==> src/rtl/uirq_pkg.sv <==
package uirq_pkg;

   typedef enum logic [2:0] {
      SEL_NONE = 3'd0,
      SEL_EN   = 3'd1,
      SEL_DIS  = 3'd2,
      SEL_MASK = 3'd3,
      SEL_STAT = 3'd4,
      SEL_RAW  = 3'd5
   } uirq_sel_e;

   localparam int unsigned DEF_ADDR_W = 8;
   localparam int unsigned DEF_DATA_W = 32;
   localparam int unsigned DEF_EVT_W  = 13;

   localparam logic [7:0] DEF_OFS_EN   = 8'h08;
   localparam logic [7:0] DEF_OFS_DIS  = 8'h0C;
   localparam logic [7:0] DEF_OFS_MASK = 8'h10;
   localparam logic [7:0] DEF_OFS_STAT = 8'h14;
   localparam logic [7:0] DEF_OFS_RAW  = 8'h2C;

endpackage

==> src/rtl/uirq_decode.sv <==
module uirq_decode
   import uirq_pkg::*;
#(
   parameter int unsigned ADDR_W   = DEF_ADDR_W,
   parameter logic [ADDR_W-1:0] OFS_EN   = ADDR_W'(DEF_OFS_EN),
   parameter logic [ADDR_W-1:0] OFS_DIS  = ADDR_W'(DEF_OFS_DIS),
   parameter logic [ADDR_W-1:0] OFS_MASK = ADDR_W'(DEF_OFS_MASK),
   parameter logic [ADDR_W-1:0] OFS_STAT = ADDR_W'(DEF_OFS_STAT),
   parameter logic [ADDR_W-1:0] OFS_RAW  = ADDR_W'(DEF_OFS_RAW)
) (
   input  logic              wr,
   input  logic [ADDR_W-1:0] addr,
   output uirq_sel_e         sel,
   output logic              set_we,
   output logic              clr_we,
   output logic              ack_we
);

   always_comb begin
      sel = SEL_NONE;
      if (addr == OFS_EN)        sel = SEL_EN;
      else if (addr == OFS_DIS)  sel = SEL_DIS;
      else if (addr == OFS_MASK) sel = SEL_MASK;
      else if (addr == OFS_STAT) sel = SEL_STAT;
      else if (addr == OFS_RAW)  sel = SEL_RAW;
   end

   assign set_we = wr && (sel == SEL_EN);
   assign clr_we = wr && (sel == SEL_DIS);
   assign ack_we = wr && (sel == SEL_STAT);

endmodule

==> src/rtl/uirq_mask.sv <==
module uirq_mask #(
   parameter int unsigned EVT_W = 13
) (
   input  logic             clk,
   input  logic             rst_n,
   input  logic             set_we,
   input  logic             clr_we,
   input  logic [EVT_W-1:0] bits,
   output logic [EVT_W-1:0] mask
);

   logic [EVT_W-1:0] mask_q;
   logic [EVT_W-1:0] set_v;
   logic [EVT_W-1:0] clr_v;

   assign set_v = set_we ? bits : '0;
   assign clr_v = clr_we ? bits : '0;

   always_ff @(posedge clk) begin
      if (!rst_n) mask_q <= '0;
      else        mask_q <= (mask_q | set_v) & ~clr_v;
   end

   assign mask = mask_q;

endmodule

==> src/rtl/uirq_status.sv <==
module uirq_status #(
   parameter int unsigned EVT_W = 13
) (
   input  logic             clk,
   input  logic             rst_n,
   input  logic             ack_we,
   input  logic [EVT_W-1:0] bits,
   input  logic [EVT_W-1:0] evt,
   input  logic [EVT_W-1:0] mask,
   output logic [EVT_W-1:0] stat
);

   for (genvar i = 0; i < EVT_W; i++) begin : g_cell
      logic hit;
      logic ack;
      logic q;

      assign hit = evt[i] & mask[i];
      assign ack = ack_we & bits[i];

      always_ff @(posedge clk) begin
         if (!rst_n)   q <= 1'b0;
         else if (hit) q <= 1'b1;
         else if (ack) q <= 1'b0;
      end

      assign stat[i] = q;
   end

endmodule

==> src/rtl/uirq_rdmux.sv <==
module uirq_rdmux
   import uirq_pkg::*;
#(
   parameter int unsigned DATA_W = 32,
   parameter int unsigned EVT_W  = 13
) (
   input  uirq_sel_e         sel,
   input  logic [EVT_W-1:0]  mask,
   input  logic [EVT_W-1:0]  stat,
   input  logic [EVT_W-1:0]  lvl,
   output logic [DATA_W-1:0] rdata
);

   logic [EVT_W-1:0] field;

   always_comb begin
      case (sel)
         SEL_MASK: field = mask;
         SEL_STAT: field = stat;
         SEL_RAW:  field = lvl;
         default:  field = '0;
      endcase
   end

   if (DATA_W > EVT_W) begin : g_pad
      assign rdata = {{(DATA_W-EVT_W){1'b0}}, field};
   end else begin : g_full
      assign rdata = field;
   end

endmodule

==> src/rtl/uirq_regs.sv <==
module uirq_regs
   import uirq_pkg::*;
#(
   parameter int unsigned ADDR_W = DEF_ADDR_W,
   parameter int unsigned DATA_W = DEF_DATA_W,
   parameter int unsigned EVT_W  = DEF_EVT_W,
   parameter logic [ADDR_W-1:0] OFS_EN   = ADDR_W'(DEF_OFS_EN),
   parameter logic [ADDR_W-1:0] OFS_DIS  = ADDR_W'(DEF_OFS_DIS),
   parameter logic [ADDR_W-1:0] OFS_MASK = ADDR_W'(DEF_OFS_MASK),
   parameter logic [ADDR_W-1:0] OFS_STAT = ADDR_W'(DEF_OFS_STAT),
   parameter logic [ADDR_W-1:0] OFS_RAW  = ADDR_W'(DEF_OFS_RAW)
) (
   input  logic              clk,
   input  logic              rst_n,
   input  logic              bus_wr,
   input  logic [ADDR_W-1:0] bus_addr,
   input  logic [DATA_W-1:0] bus_wdata,
   output logic [DATA_W-1:0] bus_rdata,
   input  logic [EVT_W-1:0]  evt_pulse,
   input  logic [EVT_W-1:0]  cond_lvl,
   output logic              irq
);

   localparam int unsigned FIELD_W = EVT_W;

   if (EVT_W < 1) begin : g_bad_evt
      $error("uirq_regs: EVT_W must be at least 1");
   end
   if (EVT_W >= DATA_W) begin : g_bad_data
      $error("uirq_regs: DATA_W must exceed EVT_W");
   end
   if (ADDR_W < 6) begin : g_bad_addr
      $error("uirq_regs: ADDR_W too narrow for the offsets");
   end

   uirq_sel_e          sel;
   logic               set_we;
   logic               clr_we;
   logic               ack_we;
   logic [FIELD_W-1:0] wbits;
   logic [FIELD_W-1:0] mask_q;
   logic [FIELD_W-1:0] stat_q;

   assign wbits = bus_wdata[FIELD_W-1:0];

   uirq_decode #(
      .ADDR_W(ADDR_W), .OFS_EN(OFS_EN), .OFS_DIS(OFS_DIS),
      .OFS_MASK(OFS_MASK), .OFS_STAT(OFS_STAT), .OFS_RAW(OFS_RAW)
   ) u_dec (
      .wr(bus_wr), .addr(bus_addr), .sel(sel),
      .set_we(set_we), .clr_we(clr_we), .ack_we(ack_we)
   );

   uirq_mask #(.EVT_W(FIELD_W)) u_mask (
      .clk(clk), .rst_n(rst_n), .set_we(set_we), .clr_we(clr_we),
      .bits(wbits), .mask(mask_q)
   );

   uirq_status #(.EVT_W(FIELD_W)) u_stat (
      .clk(clk), .rst_n(rst_n), .ack_we(ack_we), .bits(wbits),
      .evt(evt_pulse), .mask(mask_q), .stat(stat_q)
   );

   uirq_rdmux #(.DATA_W(DATA_W), .EVT_W(FIELD_W)) u_rd (
      .sel(sel), .mask(mask_q), .stat(stat_q), .lvl(cond_lvl),
      .rdata(bus_rdata)
   );

   assign irq = |(stat_q & mask_q);

endmodule

==> config.mk <==
export PLATFORM = sky130hd
export DESIGN_NAME = uirq_regs
export DESIGN_NICKNAME = d
export VERILOG_FILES = /design/src/rtl/uirq_pkg.sv /design/src/rtl/uirq_decode.sv /design/src/rtl/uirq_mask.sv /design/src/rtl/uirq_status.sv /design/src/rtl/uirq_rdmux.sv /design/src/rtl/uirq_regs.sv
export SDC_FILE = /design/constraint.sdc
export NUM_CORES = 1
export LEC_CHECK = 0
export BUFFER_PORTS_ARGS = -buffer_cell sky130_fd_sc_hd__buf_4
export CAP_MARGIN = 20
export CORE_ASPECT_RATIO = 1.1
export CORE_UTILIZATION = 45
export CTS_CLUSTER_DIAMETER = 100
export DETAILED_ROUTE_END_ITERATION = 10
export PLACE_DENSITY = 0.87
export SYNTH_ARGS = -nofsm -noshare
export SYNTH_HDL_FRONTEND = slang
export SYNTH_HIERARCHICAL = 1
export SYNTH_SLANG_ARGS = --single-unit
==> constraint.sdc <==
create_clock -name clk -period 2.55 [get_ports clk]
set_input_delay 0.1275 -clock clk [delete_from_list [all_inputs] [get_ports clk]]
set_output_delay 0.1275 -clock clk [all_outputs]
set_load 0.05 [all_outputs]
==> reports/metrics.cfg <==
[critical_path]
r2r-end=u_stat/g_cell[7].q
path_max_fanout=13
worst-r2r-cell-count=2
critical_path_start_end_classification=in2out
crit_path_end_kind=output pin
worst_setup_path_start_kind=primary input
crit_arrival_ns=2.13
critical_path_required_ns=2.42
r2r_slack_ns=1.74
r2r-start=u_mask/mask[7]

[sta]
fin_crit_sh=0.884
rsz0062_at_grt=false
worstMarginPinSlew_ns=0.735
finalSetupTns_ns=0
maxClockFrequency_mhz=444
setup_viol_count_final=0
min_period_ns=2.25
finalHoldViolations=0
clock_skew_ns=0.00361
worst_slew_margin_rel=0.510
final_max_slew_viol_count=0

[die]
rows=24
core_um2=3960
dieArea_um2=4370
initial_core_util=0.467
floorplan.io_pins=102
die_y_um=69.2
die_extent_in_x_um=63.1

[pwr]
irDropWorstVdd_mv=0.158
power.density_nw_per_um2=379
leakagePower_nw=0.881

[yosys]
synth_enable_flop_cells=0
yosysWarningCount=6
synthesis.area_um2=1850
postSynthRegisterBits=26
synthArstFlopShare=0
synth-main-ff-cell=sky130_fd_sc_hd__dfxtp_1
synth_area_per_cell_um2=9.84
seq_area_frac_synth=0.281
synth_commonest_cells=sky130_fd_sc_hd__buf_4, sky130_fd_sc_hd__dfxtp_1, sky130_fd_sc_hd__nand2_1
syn_inst=188
synth_area_leaders=sky130_fd_sc_hd__dfxtp_1, sky130_fd_sc_hd__buf_4, sky130_fd_sc_hd__o2bb2ai_2, sky130_fd_sc_hd__mux2i_1, sky130_fd_sc_hd__a211oi_2
post-synth-top-area-cell=sky130_fd_sc_hd__dfxtp_1
synth_top_area_frac=0.281
ys_types=32
post-synth-top-count-cell=sky130_fd_sc_hd__buf_4

[clock_tree]
cts_max_path_buffers=2
postCtsResizedCells=0
tritoncts_num_sinks=26
cts_inserted_buffers=3
post-cts-setup-buffers=0
clk_transition_reported_paths_ns=0.09
clock_tree.htree_level_count=1
tritoncts=yes
cts_hold_buf=0
clk_root_buffer_cell=sky130_fd_sc_hd__clkbuf_8
insertion_delay_ns=0.27

[hold_path]
sink_of_the_worst_hold_path=u_mask/mask[7]
hp-start=bus_wdata[7]
hold-path-cell-count=2
min_path_type=in2reg

[drt]
finalWirelength_um=4220
via_count_normalized_by_instance_count=5.46
detail_route.iter0.violations=65
post_drt_wl_per_cell_um=14.7
drc=0
drt-pass1-iter-count=5
route.vias.total=1567
drtAntennaViolNets=0

[cells_and_area]
ff_latch_area_um2=520
antenna_cells=0
instances_no_fill=287
finish.net_count=305
multiInputGateArea_um2=1040
number_of_fill_cells=386
syn_to_final_growth_pct=18.1
layout-drive-gt1-share=0.426

[placement]
gpl.final_weighted_congestion=0.823
placed_cells=283
place.detailed.hpwl_um=3160
place.port_buffers=63

[flow_run]
maxCapViolCount=0

[global_routing]
grt-ovfl-total=0
groute.usage.overall=0.189
grt_antenna_before_repair=0
vias_in_the_first_global_route=1522
grt_max_degree=28
grt_pass1_wl_um=6640

[run_status]
run_status=finished, final reports clean

-- sequential cells by signal (all words and copies together) (netlist names) --
register         flops
u_stat/g_cell.q     13
u_mask/mask         13
-- how the worst max path moves through the flow --
stage | start | to | slack, ns | cells past startpoint
final | bus_addr[1] | bus_rdata[7] | 0.30 | 6
after global routing | bus_addr[1] | bus_rdata[7] | 0.25 | 6
after CTS | bus_addr[1] | bus_rdata[7] | 0.29 | 6
after detailed placement | bus_addr[1] | bus_rdata[7] | 0.32 | 6
after global placement | bus_addr[1] | bus_rdata[7] | 0.36 | 6
after floorplan | bus_addr[1] | bus_rdata[10] | 0.48 | 4
-- per-stage QoR --
step / utilization / area, µm² / hold slack (ns) / total power, mW / setup slack [ns]
floorplan: - / 1920 / 0.219 / 0.524 / 0.484
global placement: 0.537 / 2130 / 0.328 / 0.567 / 0.362
detailed placement: 0.537 / 2130 / 0.337 / 0.569 / 0.315
CTS: 0.551 / 2180 / 0.0455 / 0.828 / 0.290
global route: 0.551 / 2180 / 0.0475 / 0.853 / 0.248
finish: 0.551 / 2180 / 0.0427 / 0.829 / 0.295
-- logic make-up (layout without fill, tap and decap cells) --
kind of cell	count (synthesis)	after routing	synth area share
compound gates	61	61	0.311
buf+inv	43	72	0.196
simple gates	43	43	0.133
mux	14	14	0.0758
flops	26	26	0.281
other cells	1	19	0.00203
-- layer usage --
layer  vias up  GRT usage  routed length, µm
met1       758      0.202               1680
met3         9     0.0296                173
met5         -          0                  0
met2        50      0.361               2280
met4         0     0.0749                 84
li1        750          -                  -
-- cells in the final DEF, fill, tap and decap left out, types with 2 or more instances in the layout --
cell | netlist | layout
sky130_fd_sc_hd__buf_4 | 34 | 67
sky130_fd_sc_hd__dfxtp_1 | 26 | 26
sky130_fd_sc_hd__conb_1 | 1 | 19
sky130_fd_sc_hd__nand2_1 | 15 | 15
sky130_fd_sc_hd__and3_1 | 14 | 14
sky130_fd_sc_hd__mux2i_1 | 14 | 14
sky130_fd_sc_hd__a21oi_1 | 14 | 13
sky130_fd_sc_hd__a211oi_2 | 11 | 11
sky130_fd_sc_hd__o2bb2ai_2 | 10 | 10
sky130_fd_sc_hd__a31o_1 | 10 | 10
sky130_fd_sc_hd__clkbuf_8 | 2 | 4
sky130_fd_sc_hd__a22oi_1 | 3 | 3
sky130_fd_sc_hd__a211oi_1 | 3 | 3
sky130_fd_sc_hd__nor2_1 | 3 | 3
sky130_fd_sc_hd__o2bb2ai_1 | 3 | 3
sky130_fd_sc_hd__a31o_2 | 3 | 3
sky130_fd_sc_hd__nand3_1 | 2 | 2
sky130_fd_sc_hd__nor2b_1 | 2 | 2
-- power breakdown --
part	internal (mW)	switching (mW)	leakage [nW]	total [mW]
clock network	0.138	0.131	0.0288	0.269
logic	0.0544	0.0987	0.643	0.153
registers	0.406	0.000423	0.209	0.406
total	0.599	0.230	0.881	0.829
-- critical path: stages --
cell and delay, ns:
sky130_fd_sc_hd__buf_4 0.11, sky130_fd_sc_hd__or4_4 0.55, sky130_fd_sc_hd__nor3b_1 0.26, sky130_fd_sc_hd__or2b_1 0.54
sky130_fd_sc_hd__o2bb2ai_1 0.30, sky130_fd_sc_hd__buf_4 0.23
-- cell type report --
class,count,share of cell area
Tap cell,52,0.0298
Clock buffer,4,0.0252
Timing Repair Buffer,67,0.230
Inverter,1,0.00172
Multi-Input combinational cell,137,0.475
Sequential cell,26,0.238
Note: power is estimated with default switching activity, not from simulation.
